===== config.mk =====
export PLATFORM = sky130hd
export DESIGN_NAME = mw_eeprom_master
export DESIGN_NICKNAME = d
export VERILOG_FILES = /design/src/rtl/mw_pkg.sv /design/src/rtl/mw_sk_div.sv /design/src/rtl/mw_cmd_build.sv /design/src/rtl/mw_seq.sv /design/src/rtl/mw_eeprom_master.sv
export SDC_FILE = /design/constraint.sdc
export NUM_CORES = 1
export LEC_CHECK = 0
export BUFFER_PORTS_ARGS = -buffer_cell sky130_fd_sc_hd__buf_4
export CAP_MARGIN = 10
export CORE_ASPECT_RATIO = 1.1
export CORE_MARGIN = 2
export CORE_UTILIZATION = 59
export DETAILED_ROUTE_END_ITERATION = 6
export GPL_ROUTABILITY_DRIVEN = 0
export HOLD_SLACK_MARGIN = 0.05
export PLACE_DENSITY = 0.8
export SETUP_SLACK_MARGIN = 0.05
export SYNTH_ARGS = -nofsm -noshare
export SYNTH_HDL_FRONTEND = slang
export SYNTH_SLANG_ARGS = --single-unit

===== constraint.sdc =====
create_clock -name clk -period 2.55 [get_ports clk]
set_input_delay 0.51 -clock clk [delete_from_list [all_inputs] [get_ports clk]]
set_output_delay 0.51 -clock clk [all_outputs]
set_load 0.01 [all_outputs]

===== src/rtl/mw_pkg.sv =====
package mw_pkg;

   localparam int unsigned WORD_W = 16;

   typedef enum logic [2:0] {
      HOP_READ  = 3'd0,
      HOP_WRITE = 3'd1,
      HOP_ERASE = 3'd2,
      HOP_WEN   = 3'd3,
      HOP_WDS   = 3'd4,
      HOP_ERAL  = 3'd5,
      HOP_WRAL  = 3'd6,
      HOP_RSV   = 3'd7
   } host_op_e;

   typedef enum logic [2:0] {
      ST_IDLE,
      ST_SHIFT,
      ST_RDATA,
      ST_GAP_POLL,
      ST_POLL,
      ST_GAP_END
   } seq_state_e;

endpackage


===== src/rtl/mw_sk_div.sv =====
module mw_sk_div #(
   parameter int HALF = 4
) (
   input  logic clk,
   input  logic rst_n,
   input  logic en,
   output logic tick
);

   localparam int CW  = (HALF > 1) ? $clog2(HALF) : 1;
   localparam bit POW2 = ((HALF & (HALF - 1)) == 0);

   if (HALF < 2) begin : g_bad_half
      $error("mw_sk_div: HALF must be at least 2");
   end

   logic [CW-1:0] cnt;

   if (POW2) begin : g_wrap
      // counter wraps naturally at the half period
      always_ff @(posedge clk or negedge rst_n) begin
         if (!rst_n)   cnt <= '0;
         else if (!en) cnt <= '0;
         else          cnt <= cnt + CW'(1);
      end
      assign tick = en && (&cnt);
   end else begin : g_cmp
      always_ff @(posedge clk or negedge rst_n) begin
         if (!rst_n)                        cnt <= '0;
         else if (!en)                      cnt <= '0;
         else if (cnt == CW'(HALF - 1))     cnt <= '0;
         else                               cnt <= cnt + CW'(1);
      end
      assign tick = en && (cnt == CW'(HALF - 1));
   end

   AST_TICK_SPACING: assert property (@(posedge clk) disable iff (!rst_n)
      tick |=> !tick);

endmodule


===== src/rtl/mw_cmd_build.sv =====
module mw_cmd_build
   import mw_pkg::*;
#(
   parameter int AW  = 6,
   parameter int FW  = 19 + AW,
   parameter int NBW = $clog2(FW + 1)
) (
   input  logic [2:0]        op,
   input  logic [AW-1:0]     addr,
   input  logic [WORD_W-1:0] wdata,
   output logic [FW-1:0]     frame,
   output logic [NBW-1:0]    nbits,
   output logic              is_read,
   output logic              is_prog
);

   localparam int PAD = AW - 2;

   if (AW != 6 && AW != 8) begin : g_bad_aw
      $error("mw_cmd_build: address width must be 6 or 8");
   end

   function automatic logic [AW-1:0] sub_field(input logic [1:0] sel);
      return {sel, {PAD{1'b0}}};
   endfunction

   logic [1:0]        opc;
   logic [AW-1:0]     afield;
   logic [WORD_W-1:0] dfield;
   logic              has_data;

   always_comb begin
      opc      = 2'b00;
      afield   = addr;
      dfield   = '0;
      has_data = 1'b0;
      is_read  = 1'b0;
      is_prog  = 1'b0;
      case (host_op_e'(op))
         HOP_READ:  begin opc = 2'b10; is_read = 1'b1; end
         HOP_WRITE: begin opc = 2'b01; dfield = wdata; has_data = 1'b1; is_prog = 1'b1; end
         HOP_ERASE: begin opc = 2'b11; is_prog = 1'b1; end
         HOP_WEN:   afield = sub_field(2'b11);
         HOP_ERAL:  begin afield = sub_field(2'b10); is_prog = 1'b1; end
         HOP_WRAL:  begin afield = sub_field(2'b01); dfield = wdata; has_data = 1'b1; is_prog = 1'b1; end
         default:   afield = sub_field(2'b00);
      endcase
      frame = {1'b1, opc, afield, dfield};
      nbits = has_data ? NBW'(FW) : NBW'(FW - WORD_W);
   end

endmodule


===== src/rtl/mw_seq.sv =====
module mw_seq
   import mw_pkg::*;
#(
   parameter int AW         = 6,
   parameter int FW         = 19 + AW,
   parameter int NBW        = $clog2(FW + 1),
   parameter int CS_GAP     = 24,
   parameter int SETTLE     = 25,
   parameter int POLL_LIMIT = 600000
) (
   input  logic              clk,
   input  logic              rst_n,
   input  logic              start,
   input  logic [FW-1:0]     frame,
   input  logic [NBW-1:0]    nbits,
   input  logic              is_read,
   input  logic              is_prog,
   input  logic              tick,
   input  logic              ee_do,
   output logic              sk_en,
   output logic              cs,
   output logic              sk,
   output logic              di,
   output logic              busy,
   output logic              done,
   output logic              err,
   output logic [WORD_W-1:0] rdata
);

   localparam int GW = $clog2(CS_GAP + 1);
   localparam int PW = $clog2(POLL_LIMIT + 1);
   localparam logic [4:0] RD_PULSES = 5'(WORD_W + 1);

   seq_state_e        st;
   logic [FW-1:0]     sreg;
   logic [NBW-1:0]    bits_left;
   logic [4:0]        rd_left;
   logic [WORD_W-1:0] rsh;
   logic [GW-1:0]     gcnt;
   logic [PW-1:0]     pcnt;
   logic              rd_q, prog_q;

   assign di    = sreg[FW-1];
   assign busy  = (st != ST_IDLE);
   assign sk_en = (st == ST_SHIFT) || (st == ST_RDATA);

   always_ff @(posedge clk or negedge rst_n) begin
      if (!rst_n) begin
         st        <= ST_IDLE;
         sreg      <= '0;
         bits_left <= '0;
         rd_left   <= '0;
         rsh       <= '0;
         gcnt      <= '0;
         pcnt      <= '0;
         rd_q      <= 1'b0;
         prog_q    <= 1'b0;
         cs        <= 1'b0;
         sk        <= 1'b0;
         done      <= 1'b0;
         err       <= 1'b0;
         rdata     <= '0;
      end else begin
         done <= 1'b0;
         unique case (st)
            ST_IDLE: if (start) begin
               sreg      <= frame;
               bits_left <= nbits;
               rd_q      <= is_read;
               prog_q    <= is_prog;
               cs        <= 1'b1;
               sk        <= 1'b0;
               err       <= 1'b0;
               st        <= ST_SHIFT;
            end
            ST_SHIFT: if (tick) begin
               if (!sk) begin
                  sk <= 1'b1;
               end else begin
                  sk <= 1'b0;
                  if (bits_left == NBW'(1)) begin
                     sreg <= '0;
                     gcnt <= '0;
                     if (rd_q) begin
                        rd_left <= RD_PULSES;
                        st      <= ST_RDATA;
                     end else begin
                        cs <= 1'b0;
                        st <= prog_q ? ST_GAP_POLL : ST_GAP_END;
                     end
                  end else begin
                     sreg      <= {sreg[FW-2:0], 1'b0};
                     bits_left <= bits_left - NBW'(1);
                  end
               end
            end
            ST_RDATA: if (tick) begin
               if (!sk) begin
                  sk  <= 1'b1;
                  rsh <= {rsh[WORD_W-2:0], ee_do};
               end else begin
                  sk <= 1'b0;
                  if (rd_left == 5'd1) begin
                     rdata <= rsh;
                     cs    <= 1'b0;
                     gcnt  <= '0;
                     st    <= ST_GAP_END;
                  end else begin
                     rd_left <= rd_left - 5'd1;
                  end
               end
            end
            ST_GAP_POLL: begin
               if (gcnt == GW'(CS_GAP - 1)) begin
                  cs   <= 1'b1;
                  pcnt <= '0;
                  st   <= ST_POLL;
               end else begin
                  gcnt <= gcnt + GW'(1);
               end
            end
            ST_POLL: begin
               if (pcnt >= PW'(SETTLE) && ee_do) begin
                  cs   <= 1'b0;
                  gcnt <= '0;
                  st   <= ST_GAP_END;
               end else if (pcnt == PW'(POLL_LIMIT - 1)) begin
                  err  <= 1'b1;
                  cs   <= 1'b0;
                  gcnt <= '0;
                  st   <= ST_GAP_END;
               end else begin
                  pcnt <= pcnt + PW'(1);
               end
            end
            ST_GAP_END: begin
               if (gcnt == GW'(CS_GAP - 1)) begin
                  done <= 1'b1;
                  st   <= ST_IDLE;
               end else begin
                  gcnt <= gcnt + GW'(1);
               end
            end
            default: st <= ST_IDLE;
         endcase
      end
   end

   // consecutive cycles with chip select low, saturating at CS_GAP
   logic [GW-1:0] low_cnt;
   always_ff @(posedge clk or negedge rst_n) begin
      if (!rst_n)                       low_cnt <= GW'(CS_GAP);
      else if (cs)                      low_cnt <= '0;
      else if (low_cnt < GW'(CS_GAP))   low_cnt <= low_cnt + GW'(1);
   end

   AST_CS_GAP: assert property (@(posedge clk) disable iff (!rst_n)
      $rose(cs) |-> (low_cnt >= GW'(CS_GAP)));
   AST_SK_NEEDS_CS: assert property (@(posedge clk) disable iff (!rst_n)
      !cs |-> !sk);
   AST_DI_HOLD: assert property (@(posedge clk) disable iff (!rst_n)
      sk |-> $stable(di));
   AST_FRAME_LEADS_ONE: assert property (@(posedge clk) disable iff (!rst_n)
      (!busy && start) |=> (cs && di));
   AST_DONE_ENDS_BUSY: assert property (@(posedge clk) disable iff (!rst_n)
      done |-> (!busy && $past(busy)));
   AST_ERR_FROM_POLL: assert property (@(posedge clk) disable iff (!rst_n)
      $rose(err) |-> $past(st == ST_POLL));
   AST_READ_NO_POLL: assert property (@(posedge clk) disable iff (!rst_n)
      (st == ST_RDATA) |=> (st != ST_GAP_POLL && st != ST_POLL));

endmodule


===== src/rtl/mw_eeprom_master.sv =====
module mw_eeprom_master
   import mw_pkg::*;
#(
   parameter int ADDR_W     = 6,
   parameter int SK_HALF    = 4,
   parameter int CS_GAP     = 24,
   parameter int SETTLE     = 25,
   parameter int POLL_LIMIT = 600000
) (
   input  logic              clk,
   input  logic              rst_n,
   input  logic              start,
   input  logic [2:0]        op,
   input  logic [ADDR_W-1:0] addr,
   input  logic [15:0]       wdata,
   output logic              busy,
   output logic              done,
   output logic              timeout_err,
   output logic [15:0]       rdata,
   output logic              ee_cs,
   output logic              ee_sk,
   output logic              ee_di,
   input  logic              ee_do
);

   localparam int FW  = 3 + ADDR_W + WORD_W;
   localparam int NBW = $clog2(FW + 1);

   if (ADDR_W != 6 && ADDR_W != 8) begin : g_bad_addr_w
      $error("mw_eeprom_master: ADDR_W must be 6 or 8");
   end
   if (CS_GAP < 1 || SETTLE >= POLL_LIMIT) begin : g_bad_timing
      $error("mw_eeprom_master: need CS_GAP >= 1 and SETTLE < POLL_LIMIT");
   end

   logic [FW-1:0]  frame;
   logic [NBW-1:0] nbits;
   logic           is_read, is_prog, tick, sk_en;

   mw_cmd_build #(.AW(ADDR_W), .FW(FW), .NBW(NBW)) u_build (
      .op      (op),
      .addr    (addr),
      .wdata   (wdata),
      .frame   (frame),
      .nbits   (nbits),
      .is_read (is_read),
      .is_prog (is_prog)
   );

   mw_sk_div #(.HALF(SK_HALF)) u_div (
      .clk   (clk),
      .rst_n (rst_n),
      .en    (sk_en),
      .tick  (tick)
   );

   mw_seq #(
      .AW(ADDR_W), .FW(FW), .NBW(NBW),
      .CS_GAP(CS_GAP), .SETTLE(SETTLE), .POLL_LIMIT(POLL_LIMIT)
   ) u_seq (
      .clk     (clk),
      .rst_n   (rst_n),
      .start   (start),
      .frame   (frame),
      .nbits   (nbits),
      .is_read (is_read),
      .is_prog (is_prog),
      .tick    (tick),
      .ee_do   (ee_do),
      .sk_en   (sk_en),
      .cs      (ee_cs),
      .sk      (ee_sk),
      .di      (ee_di),
      .busy    (busy),
      .done    (done),
      .err     (timeout_err),
      .rdata   (rdata)
   );

endmodule


==> results.tsv <==
stage	metric	value	unit
clock_tree	Clock Sink Count	103	
clock_tree	clock-pin slew on the worst setup and hold paths	110	ps
timing	fmax	420	MHz
floorplanning	Initial Util	0.598	
timing	Final Slew Violations	0	
route	drt wl/cell	15.5	µm
route	via count	4230	
power_and_ir_drop	leakage power	2.73	nW
timing	fin crit period	2380	ps
grt	vias in the first global route	3908	
cells_and_area	nets	624	
flow_run	max_cap viols	0	
cells_and_area	proportion of layout cells with a drive suffix above 1	0.232	
worst_setup_path	required time of the critical path	2830	ps
route	vias per inst	6.03	
logic_synthesis	Synth Warn #	0	
grt	grt ovf	0	
floorplanning	num ports	51	
logic_synthesis	Post-Syn Area	5220	µm²
cells_and_area	final-layout fill cell count	688	
grt	initial antenna violation count	0	
placed_design	number of buffers added on ports	50	
logic_synthesis	top_reg_cell synth	dfrtp_1	
cells_and_area	commonest cells after routing, fill and taps aside	dfrtp_1, buf_4, nor2_1, a21oi_1	
timing	setup TNS	0	ps
grt	pin count of the biggest net entering global routing	73	
cells_and_area	Seq. cell area	2580	µm²
logic_synthesis	Synth Area per Inst	9.84	µm²
grt	first-pass GRT wire length	18.0	mm
power_and_ir_drop	Pwr Density	672	nW/µm²
logic_synthesis	register area share after synthesis	0.494	
logic_synthesis	FF+latch count, synth	103	
clock_tree	Skew-Pair Late Insertion Delay	380	ps
logic_synthesis	cell count after synthesis	531	
worst_setup_path	Arr. time, crit path	2660	ps
logic_synthesis	dominant cell type by area after synthesis	dfrtp_1	
grt	Tot GR Track Use	0.233	
route	DRC Markers	0	
logic_synthesis	FFs w/ async S/R, synth	1.00	
worst_hold_path	class of the worst hold path	input pin to async pin	
cells_and_area	area of the multi-input gates	2480	µm²
route	drt pass-1 iters	5	
worst_setup_path	CP endpoint kind	register	
clock_tree	TritonCTS Buffers	9	
worst_setup_path	Crit Path Max Fanout	12	
worst_setup_path	critical path class	register to register	
timing	Worst Tran Pin Value	1100	ps
status	outcome	finished, final reports clean	
logic_synthesis	post-synth cell types	66	
timing	worst relative slew slack	0.263	
floorplanning	die width	93.7	µm
floorplanning	Core Region	8740	µm²
clock_tree	CTS tree	yes	
worst_setup_path	Critical Path Source Type	register	
power_and_ir_drop	VDD IR max	0.408	mV
floorplanning	Rows	36	
cells_and_area	# diodes	0	
clock_tree	CTS max path bufs	2	
logic_synthesis	number of synthesized flops with an enable pin	0	
timing	period utilization	0.934	
route	Iteration-0 DRC Markers	227	
placed_design	Final HPWL DP	7.49	mm
clock_tree	H-tree levels	3	
floorplanning	Die Y	103	µm
timing	Hold Vio Cnt, Final	0	
placed_design	dpl ws	186	ps
cells_and_area	Area Growth Syn to Fin	15.2	%
clock_tree	# hold bufs at CTS	0	
timing	RSZ-0062 raised after global routing	false	
logic_synthesis	syn_nets	573	
route	total wire length	10.8	mm
timing	Final setup violation count	0	
route	DRT antenna net count	0	
floorplanning	die area	9620	µm²
logic_synthesis	Synth top area share	0.494	
timing	Clock Skews	15.5	ps
cells_and_area	most common cell after layout, fill and taps aside	dfrtp_1	
timing	worst setup slack after layout	167	ps
logic_synthesis	synth top area cells	dfrtp_1, mux2_2, a21oi_1, nor2_1, o21ai_0	
clock_tree	Root Buffer	clkbuf_8	
-- cells in the mapped netlist (8+ instances only) --
master and count:
buf_2 8, mux2_2 36, dfrtp_1 103, ha_1 13
o21ai_0 35, nor3_1 11, inv_1 19, nor2_1 59
a21oi_1 49, a22oi_1 20, clkbuf_1 17, nand3_1 18
o31ai_1 12, nand2_1 36
-- power by group --
| group | internal, mW | switching [mW] | total (mW) |
|---|---|---|---|
| sequential | 1.82 | 0.177 | 2.00 |
| combinational | 0.396 | 0.531 | 0.927 |
| clock | 0.486 | 0.634 | 1.12 |
| total | 2.70 | 1.34 | 4.04 |
-- logic make-up (layout without fill, tap and decap cells) --
family,after synthesis,count (layout),synth area share
muxes,38,38,0.0815
buffers and inverters,48,104,0.0367
adders and majority gates,13,13,0.0311
xor gates and xnor gates,2,2,0.00335
AOI/OAI and AO/OA,150,150,0.184
and+or+nand+nor,177,177,0.170
DFF,103,103,0.494
-- final timing paths --
path | start | endpoint | slack [ps] | cells past startpoint
worst max-delay path | u_seq.st[0]$_DFFE_PN0P_ | u_seq.st[0]$_DFFE_PN0P_ | 170 | 6
worst min-delay path | rst_n | u_seq.pcnt[7]$_DFFE_PN0P_ | 60 | 1
worst max register to register | u_seq.st[0]$_DFFE_PN0P_ | u_seq.st[0]$_DFFE_PN0P_ | 170 | 6
worst min register to register | u_div.cnt[0]$_DFF_PN0_ | u_div.cnt[0]$_DFF_PN0_ | 440 | 1
max in group asynchronous | rst_n | u_seq.rsh[7]$_DFFE_PN0P_ | 1780 | 2
min in group clk | start | u_seq.bits_left[2]$_DFFE_PN0P_ | 360 | 2
-- what timing repair did --
action                     CTS  global route
setup endpoints to repair    0             3
gates resized for setup      0             5
buffers inserted             0             1
-- sequential cells by signal (all words and copies together) (netlist names) --
register / flops
u_seq.cs: 1
u_seq.st: 3
u_seq.sk: 1
u_seq.gcnt: 5
u_seq.err: 1
u_div.cnt: 2
u_seq.rd_left: 5
u_seq.bits_left: 5
u_seq.rsh: 16
u_seq.sreg: 25
u_seq.rdata: 16
u_seq.pcnt: 20
u_seq.rd_q: 1
u_seq.done: 1
u_seq.prog_q: 1
-- layout make-up --
class,count,share of cell area
Tap cell,114,0.0237
Sequential cell,103,0.428
Timing Repair Buffer,67,0.0857
Clock inverter,7,0.0166
Clock buffer,9,0.0206
Inverter,21,0.0131
Multi-Input combinational cell,380,0.412
-- stage by stage --
stage                     instances  area [µm²]   util  total power [mW]  hold WS [ps]
after floorplan                 531        5220      -              2.60           214
after global placement          684        5770  0.660              2.87           420
after detailed placement        684        5770  0.660              2.92           423
after CTS                       700        5990  0.685              4.04          73.1
after global routing            701        6020  0.689              4.29          89.6
final                           701        6020  0.689              4.04          55.4
-- metal layers --
metal / vias to the layer above / track usage / wire length, µm
met1: 2054 / 0.323 / 4900
met4: 0 / 0.0780 / 146
met3: 19 / 0.0497 / 448
met2: 118 / 0.371 / 5350
met5: - / 0 / 0
li1: 2039 / - / -
-- critical path, stage by stage (launching register included) --
cell and delay, ps:
dfrtp_1 530, buf_4 250, nor3_2 380, a31oi_2 260
o211ai_1 400, nor2_1 80, a2111o_1 380
No activity file was read; power rests on OpenSTA's default activity.
